[src/rtl/arb_pkg.sv]
package arb_pkg;

  typedef enum logic [1:0] {
    ST_PARK = 2'd0,
    ST_WAIT = 2'd1,
    ST_BUSY = 2'd2
  } arb_state_e;

endpackage

[src/rtl/arb_rst_sync.sv]
module arb_rst_sync (
  input  logic clk,
  input  logic rst_n,
  output logic rst_sync_n
);

  logic [1:0] sync_q;

  always_ff @(posedge clk or negedge rst_n) begin
    if (!rst_n) sync_q <= 2'b00;
    else        sync_q <= {sync_q[0], 1'b1};
  end

  assign rst_sync_n = sync_q[1];

endmodule

[src/rtl/arb_rr_pick.sv]
module arb_rr_pick #(
  parameter int NUM_INIT = 6,
  parameter int IDW      = 3
) (
  input  logic [NUM_INIT-1:0] req,
  input  logic [IDW-1:0]      last,
  output logic                valid,
  output logic [IDW-1:0]      win
);

  // Scan from farthest to nearest so the nearest requester after 'last' wins.
  always_comb begin
    valid = 1'b0;
    win   = '0;
    for (int k = NUM_INIT; k >= 1; k--) begin
      int j;
      j = int'(last) + k;
      if (j >= NUM_INIT) j = j - NUM_INIT;
      if (req[j]) begin
        valid = 1'b1;
        win   = IDW'(j);
      end
    end
  end

endmodule

[src/rtl/arb_wait_timer.sv]
module arb_wait_timer #(
  parameter int TIMEOUT = 16
) (
  input  logic clk,
  input  logic rst_n,
  input  logic clr,
  input  logic en,
  output logic expired
);

  localparam int CW = (TIMEOUT > 1) ? $clog2(TIMEOUT) : 1;

  logic [CW-1:0] cnt_q;
  logic [CW-1:0] cnt_d;
  logic          cnt_ld;

  always_comb begin
    cnt_ld = clr | en;
    cnt_d  = clr ? '0 : cnt_q + 1'b1;
  end

  always_ff @(posedge clk or negedge rst_n) begin
    if (!rst_n)      cnt_q <= '0;
    else if (cnt_ld) cnt_q <= cnt_d;
  end

  assign expired = (cnt_q == CW'(TIMEOUT - 1));

endmodule

[src/rtl/grant_timeout_arbiter.sv]
module grant_timeout_arbiter #(
  parameter int NUM_INIT = 6,
  parameter int TIMEOUT  = 16
) (
  input  logic                clk,
  input  logic                rst_n,
  input  logic [NUM_INIT-1:0] req_n,
  input  logic                frame_n,
  input  logic                irdy_n,
  output logic [NUM_INIT-1:0] gnt_n
);

  import arb_pkg::*;

  localparam int IDW = (NUM_INIT > 1) ? $clog2(NUM_INIT) : 1;

  logic                rst_sync_n;
  logic [NUM_INIT-1:0] req_q;
  logic [NUM_INIT-1:0] eff_req;
  logic [NUM_INIT-1:0] req_unmasked;
  logic                win_vld;
  logic [IDW-1:0]      win_idx;
  logic [NUM_INIT-1:0] win_oh, lam_oh, own_oh;
  logic                tmr_clr, tmr_en, tmr_exp;

  arb_state_e          st_q, st_d;
  logic [NUM_INIT-1:0] gnt_q, gnt_d;
  logic [IDW-1:0]      own_q, own_d;
  logic [IDW-1:0]      lam_q, lam_d;
  logic [NUM_INIT-1:0] mask_q, mask_d;

  arb_rst_sync u_rst (
    .clk        (clk),
    .rst_n      (rst_n),
    .rst_sync_n (rst_sync_n)
  );

  // Request sampling register
  always_ff @(posedge clk or negedge rst_sync_n) begin
    if (!rst_sync_n) req_q <= '0;
    else             req_q <= ~req_n;
  end

  // Right after a timeout the timed-out initiator steps aside if others wait
  always_comb begin
    req_unmasked = req_q & ~mask_q;
    eff_req      = (|req_unmasked) ? req_unmasked : req_q;
  end

  arb_rr_pick #(.NUM_INIT(NUM_INIT), .IDW(IDW)) u_pick (
    .req   (eff_req),
    .last  (lam_q),
    .valid (win_vld),
    .win   (win_idx)
  );

  arb_wait_timer #(.TIMEOUT(TIMEOUT)) u_tmr (
    .clk     (clk),
    .rst_n   (rst_sync_n),
    .clr     (tmr_clr),
    .en      (tmr_en),
    .expired (tmr_exp)
  );

  always_comb begin
    win_oh = NUM_INIT'(1) << win_idx;
    lam_oh = NUM_INIT'(1) << lam_q;
    own_oh = NUM_INIT'(1) << own_q;
  end

  // Next-state logic
  always_comb begin
    st_d    = st_q;
    gnt_d   = gnt_q;
    own_d   = own_q;
    lam_d   = lam_q;
    mask_d  = '0;
    tmr_clr = 1'b0;
    tmr_en  = 1'b0;
    unique case (st_q)
      ST_PARK: begin
        if ((gnt_q != '0) && !frame_n) begin
          st_d  = ST_BUSY;
          lam_d = own_q;
        end else if (win_vld) begin
          if (gnt_q == '0) begin
            gnt_d   = win_oh;
            own_d   = win_idx;
            st_d    = ST_WAIT;
            tmr_clr = 1'b1;
          end else if (gnt_q == win_oh) begin
            st_d    = ST_WAIT;
            tmr_clr = 1'b1;
          end else begin
            gnt_d = '0;
          end
        end else if (gnt_q == '0) begin
          gnt_d = lam_oh;
          own_d = lam_q;
        end
      end
      ST_WAIT: begin
        if (!frame_n) begin
          st_d  = ST_BUSY;
          lam_d = own_q;
        end else if (tmr_exp) begin
          gnt_d  = '0;
          st_d   = ST_PARK;
          mask_d = own_oh;
        end else begin
          tmr_en = 1'b1;
        end
      end
      ST_BUSY: begin
        if (frame_n && irdy_n) begin
          gnt_d = '0;
          st_d  = ST_PARK;
        end
      end
      default: st_d = ST_PARK;
    endcase
  end

  // State registers
  always_ff @(posedge clk or negedge rst_sync_n) begin
    if (!rst_sync_n) begin
      st_q   <= ST_PARK;
      gnt_q  <= '0;
      own_q  <= '0;
      lam_q  <= '0;
      mask_q <= '0;
    end else begin
      st_q   <= st_d;
      gnt_q  <= gnt_d;
      own_q  <= own_d;
      lam_q  <= lam_d;
      mask_q <= mask_d;
    end
  end

  assign gnt_n = ~gnt_q;

endmodule

[config.mk]
export PLATFORM = sky130hd
export DESIGN_NAME = grant_timeout_arbiter
export DESIGN_NICKNAME = d
export VERILOG_FILES = /design/src/rtl/arb_pkg.sv /design/src/rtl/arb_rst_sync.sv /design/src/rtl/arb_rr_pick.sv /design/src/rtl/arb_wait_timer.sv /design/src/rtl/grant_timeout_arbiter.sv
export SDC_FILE = /design/constraint.sdc
export NUM_CORES = 1
export LEC_CHECK = 0
export BUFFER_PORTS_ARGS = -buffer_cell sky130_fd_sc_hd__buf_2
export CAP_MARGIN = 0
export CELL_PAD_IN_SITES_DETAIL_PLACEMENT = 0
export CELL_PAD_IN_SITES_GLOBAL_PLACEMENT = 1
export CORE_MARGIN = 4
export CORE_UTILIZATION = 52
export CTS_BUF_LIST = sky130_fd_sc_hd__clkbuf_2
export CTS_CLUSTER_DIAMETER = 80
export DETAILED_ROUTE_END_ITERATION = 16
export PLACE_DENSITY_LB_ADDON = 0.2
export SLEW_MARGIN = 20
export SYNTH_ARGS = -nofsm -noshare
export SYNTH_HDL_FRONTEND = slang
export SYNTH_SLANG_ARGS = --single-unit
[constraint.sdc]
create_clock -name clk -period 1.43 [get_ports clk]
set_input_delay 0.0715 -clock clk [delete_from_list [all_inputs] [get_ports clk]]
set_output_delay 0.0715 -clock clk [all_outputs]
set_load 0.02 [all_outputs]
After elaboration in Yosys (flattened, before gate mapping)
Index checks and enable logic that the tools add are counted.
{"block": "totals", "regBits": 32, "in_bits": 10, "output_inout_bits": 6, "elab_cells": 142}
{"block": "classes", "addsub": 13, "magnitude_cmp": 12, "n_eq_ne": 15, "n_shift": 3, "muxes": 72, "bitwise": 6, "reduce_logical": 13}
{"cell": "32-bit by 4-bit greater-or-equal comparator with 1-bit output (second input constant)", "count": 6}
{"cell": "32-bit by 5-bit less-than comparator with 1-bit output (second input constant)", "count": 6}
{"cell": "32-bit two-way mux", "count": 6}
{"cell": "32-bit by 4-bit subtractor with 32-bit output (second input constant)", "count": 6}
{"cell": "6-bit two-way mux", "count": 12}
{"cell": "3-bit two-way mux", "count": 11}
{"cell": "1-bit two-way mux", "count": 26}
{"cell": "1-bit binary-select mux with 3-bit select", "count": 6}
{"cell": "6-bit NOT", "count": 3}
{"cell": "6-bit one-hot mux with 3 select lines", "count": 1}
{"cell": "1-bit by 3-bit left shift with 6-bit output (first input constant)", "count": 3}
{"cell": "2-bit two-way mux", "count": 7}
{"cell": "3-bit by 3-bit adder with 4-bit output (second input constant)", "count": 3}
{"cell": "2-bit inequality test (second input constant)", "count": 6}
{"cell": "3-bit by 2-bit adder with 4-bit output (second input constant)", "count": 2}
{"cell": "7-bit AND reduction", "count": 1}
{"cell": "6-bit bitwise AND", "count": 1}
{"cell": "6-bit equality test", "count": 1}
{"cell": "6-bit zero test", "count": 1}
{"cell": "3-bit by 2-bit inequality test with 1-bit output (second input constant)", "count": 2}
{"cell": "3-bit inequality test (second input constant)", "count": 2}
{"cell": "2-bit one-hot mux with 3 select lines", "count": 1}
{"cell": "3-bit one-hot mux with 2 select lines", "count": 1}
{"cell": "3-bit AND reduction", "count": 2}
{"cell": "17 further kinds", "count": 18}

Longest topological paths before layout
{"block": "logic_depth", "word_depth": 21, "mapped_depth": 17, "mapped_depth_nobuf": 15}

Cells and area by module
Synthesis repeated with hierarchy kept, for this count alone.
{"block": "unflattened", "hier_cells": 314, "hier_area_um2": 2755.1}
{"mod": "grant_timeout_arbiter", "n_inst": 1, "cells_per_inst": 168, "area_per_inst_um2": 1524.0}
{"mod": "arb_rr_pick", "n_inst": 1, "cells_per_inst": 126, "area_per_inst_um2": 978.4}
{"mod": "arb_wait_timer", "n_inst": 1, "cells_per_inst": 17, "area_per_inst_um2": 198.9}
{"mod": "arb_rst_sync", "n_inst": 1, "cells_per_inst": 3, "area_per_inst_um2": 53.8}

Least setup slack after synthesis
No wires, ideal clock.
{"block": "synth_path", "path_kind": "register -> register", "from": "register lam_q[1]", "to": "register gnt_q[1]", "setup_ns": 0.125, "arrival_ns": 4.242, "setup_slack_ns": -2.936, "path_stages_with_launch": 15, "n_path_buf": 2, "period_less_slack_ns": 4.366, "cell_sequence": "dfrtp_1 -> clkbuf_1 -> inv_1 -> ha_1 -> clkbuf_1 -> inv_1 -> ha_1 -> a32oi_1 -> nor2_1 -> or2_2 -> nor4_2 -> and3b_1 -> and4_1 -> a211oi_4 -> mux2_2"}
{"block": "synth_between", "elab_chain_cells": 17}
{"element": "start, declared", "line_no": "grant_timeout_arbiter.sv:29", "source": "logic [IDW-1:0] lam_q, lam_d;"}
{"element": "start signal, assigned", "line_no": "grant_timeout_arbiter.sv:136", "source": "lam_q <= lam_d;"}
{"element": "branches (longest 17 deep; another with 32-bit by 4-bit subtractor with 32-bit output)"}
{"element": "end signal, assigned", "line_no": "grant_timeout_arbiter.sv:134", "source": "gnt_q <= gnt_d;"}
{"element": "end, declared", "line_no": "grant_timeout_arbiter.sv:27", "source": "logic [NUM_INIT-1:0] gnt_q, gnt_d;"}
Parallel ways; which one is timed is not known. The select of a mux whose other input is x is not followed.
A chain may end at the register's enable or synchronous reset.

Worst setup path after layout
{"block": "layout_path", "from": "register lam_q[1]", "to": "register gnt_q[3]"}
The elaborated chain is that of the path after synthesis.

==> impl_metrics.tcl <==
set metrics [dict create \
    outcome "finished with violations" \
    violations "negative setup slack" \
    syn_nets 366 \
    ys_seq_area_frac 0.281 \
    drtIter0Drc 280 \
    max_cap_viol_count 0 \
    grt-ovfl-total 0 \
    drv_slew 0 \
    clk_latency_ns 0.38 \
    critPathKind "flop to flop" \
    n_antenna_cell 0 \
    yosysWarnings 0 \
    fin_crit_ns 4.09 \
    busiest_layer "met2" \
    fill_cells 212 \
    required_ns 1.71 \
    drive_gt1_frac 0.549 \
    ant_nets 0 \
    rsz0062_at_grt "yes" \
    hp-class "flop to async pin" \
    grtUsageTotal 0.306 \
    worst_ep_arrival_time_ns 4.37 \
    fmax_mhz 245 \
    synth_edf_count 0 \
    synth_cell_types 62 \
    avgSynthCellArea_um2 8.48 \
    crit_fanout 6 \
    cts_made_buffers 5 \
    area_delta_synth_final_pct 68.3 \
    clk_root_buffer_cell "clkbuf_2" \
    finalSetupViolations 21 \
    via_per_inst 6.16 \
    drc 0 \
    synth_flop_cell "dfrtp_1" \
    dpl.hpwl_um 6310 \
    cts_tree "done" \
    met2_usage 0.532 \
    place_congestion 0.874 \
    die_h_um 82.0 \
    ys_async_sr_fraction 1.00 \
    antenna_found_initial 0 \
    via_count 3448 \
    end_kind "flop" \
    hold_violations 0 \
    wl_per_cell_um 21.1 \
    detail_route.wirelength_um 11800 \
    instances_no_fill 560 \
    core-area_um2 5200 \
    setup_ws_ns -2.66 \
    fin_skew_ns 0.0117 \
    yosysTopAreaCellShare 0.281 \
    grt_max_degree 30 \
    synth_top_cells_by_count "32 x dfrtp_1, 31 x nor2_1, 27 x nand2_1" \
    final_nets 519 \
    synthTopCellsByArea "dfrtp_1 28%, ha_1 8.8%, mux2_2 4.7%, mux2i_1 4.6%, nor2_1 4.1%" \
    grt_pass1_vias 3309 \
    yosys_register_bits 32 \
    dieArea_um2 6730 \
    rows 26 \
    yosysMostFrequentCell "dfrtp_1" \
    htreeDepth 2 \
    worstMarginPinSlew_ns 0.546 \
    finalCritPeriodShare 2.86 \
    maxSlewHeadroom 0.632 \
    synthCells 336 \
    met3_usage 0.0570 \
    die_w_um 82.0 \
    start_kind "flop" \
    cts.sinks 32 \
    io_buffers 15 \
    syn_area_um2 2850 \
    ios 16 \
    dp_cells 516 \
    dr.pass1.iters 5 \
    max-clock-path-buffers 2 \
    path_clk_slew_ns 0.18 \
    grt_pass1_wl_um 15700 \
    start_util 0.547 \
    grtUsageMet1 0.369 \
    yosysTopAreaCell "dfrtp_1" \
]
## repair_timing
action,4_1_cts,5_1_grt
hold buffers,8,0
pin swaps,21,21
resized for setup,60,64
endpoints found under the hold margin,8,0
setup buffers,15,15
endpoints found under the setup margin,24,24
## registers in the layout, summed over array words and instances, names as in the netlist
signal,cells
gnt_q,6
lam_q,3
mask_q,6
own_q,3
req_q,6
st_q,2
u_rst.sync_q,2
u_tmr.cnt_q,4
## metal layers
metal / up-vias / share of wire
met5: - / 0
met2: 216 / 0.49
met3: 86 / 0.068
met4: 0 / 0.060
li1: 1517 / -
met1: 1629 / 0.38
## placed cells by master, fill, tap and decap left out, drive strengths merged, types with 4 or more instances in the layout
| cell type | n |
|---|---|
| buf | 147 |
| dfrtp | 32 |
| nor2 | 31 |
| nand2 | 27 |
| inv | 26 |
| ha | 20 |
| o21ai | 15 |
| mux2i | 13 |
| mux2 | 13 |
| nor3 | 13 |
| a21oi | 11 |
| nand2b | 9 |
| and2 | 9 |
| nand3 | 8 |
| nand3b | 8 |
| dlygate4sd3 | 8 |
| nor2b | 8 |
| a31oi | 8 |
| o21a | 7 |
| a211oi | 6 |
| clkbuf | 5 |
| nor4 | 5 |
| a21o | 4 |
| and3 | 4 |
## per-stage QoR
step / TNS (ns) / instance area, um2 / util / setup WS, ns / hold slack [ns]
6_report: -36.67 / 4800 / 0.921 / -2.66 / 0.0263
5_1_grt: -39.31 / 4800 / 0.921 / -2.79 / 0.0350
4_1_cts: -31.19 / 4400 / 0.846 / -2.24 / 0.0272
3_5_place_dp: -34.14 / 3910 / 0.752 / -2.40 / -0.142
3_3_place_gp: -32.34 / 3910 / 0.752 / -2.27 / -0.144
2_1_floorplan: -28.81 / 3040 / - / -2.23 / -0.224
## layout make-up
class	instances	area (um2)	share of cell area
well taps	70	87.6	0.0183
flip-flops and latches	32	803	0.167
clock inverters	3	13.8	0.00287
inverters	26	110	0.0230
repair buffers	155	1230	0.256
multi-input cells	269	2530	0.528
clock buffers	5	25.0	0.00522
## worst paths after layout
kind / start / endpoint / slack (ns) / depth (start not counted)
max: lam_q[1] / gnt_q[3] / -2.66 / 16
min: u_rst.sync_q[1] / req_q[0] / 0.03 / 0
max reg2reg: lam_q[1] / gnt_q[3] / -2.66 / 16
min reg2reg: u_rst.sync_q[1] / req_q[0] / 0.03 / 0
max in group asynchronous: rst_n / u_rst.sync_q[1] / 0.77 / 3
min in group clk: frame_n / lam_q[2] / 0.18 / 4
## worst max-delay path: stages, from the launching register on
cell      delay, ns
dfrtp_2        0.53
ha_4           0.19
ha_4           0.25
ha_4           0.29
a211oi_2       0.04
o211ai_1       0.37
buf_4          0.20
o221ai_4       0.09
nand2b_4       0.16
a211oi_4       0.25
o31ai_4        0.16
nor4_1         0.37
mux2i_1        0.21
and4_4         0.20
a211oi_4       0.22
buf_6          0.16
mux2_4         0.30
## kinds of logic after synthesis
family	after synthesis	synth area share
buffers and inverters	35	0.0509
other	1	0.00132
muxes	27	0.105
DFF	32	0.281
xor gates and xnor gates	5	0.0154
adders and majority gates	20	0.0878
AOI/OAI and AO/OA	76	0.193
and+or+nand+nor	140	0.265
Power is not shown: default switching activity piles up to over one toggle a cycle in this logic, so the estimate is an artifact.
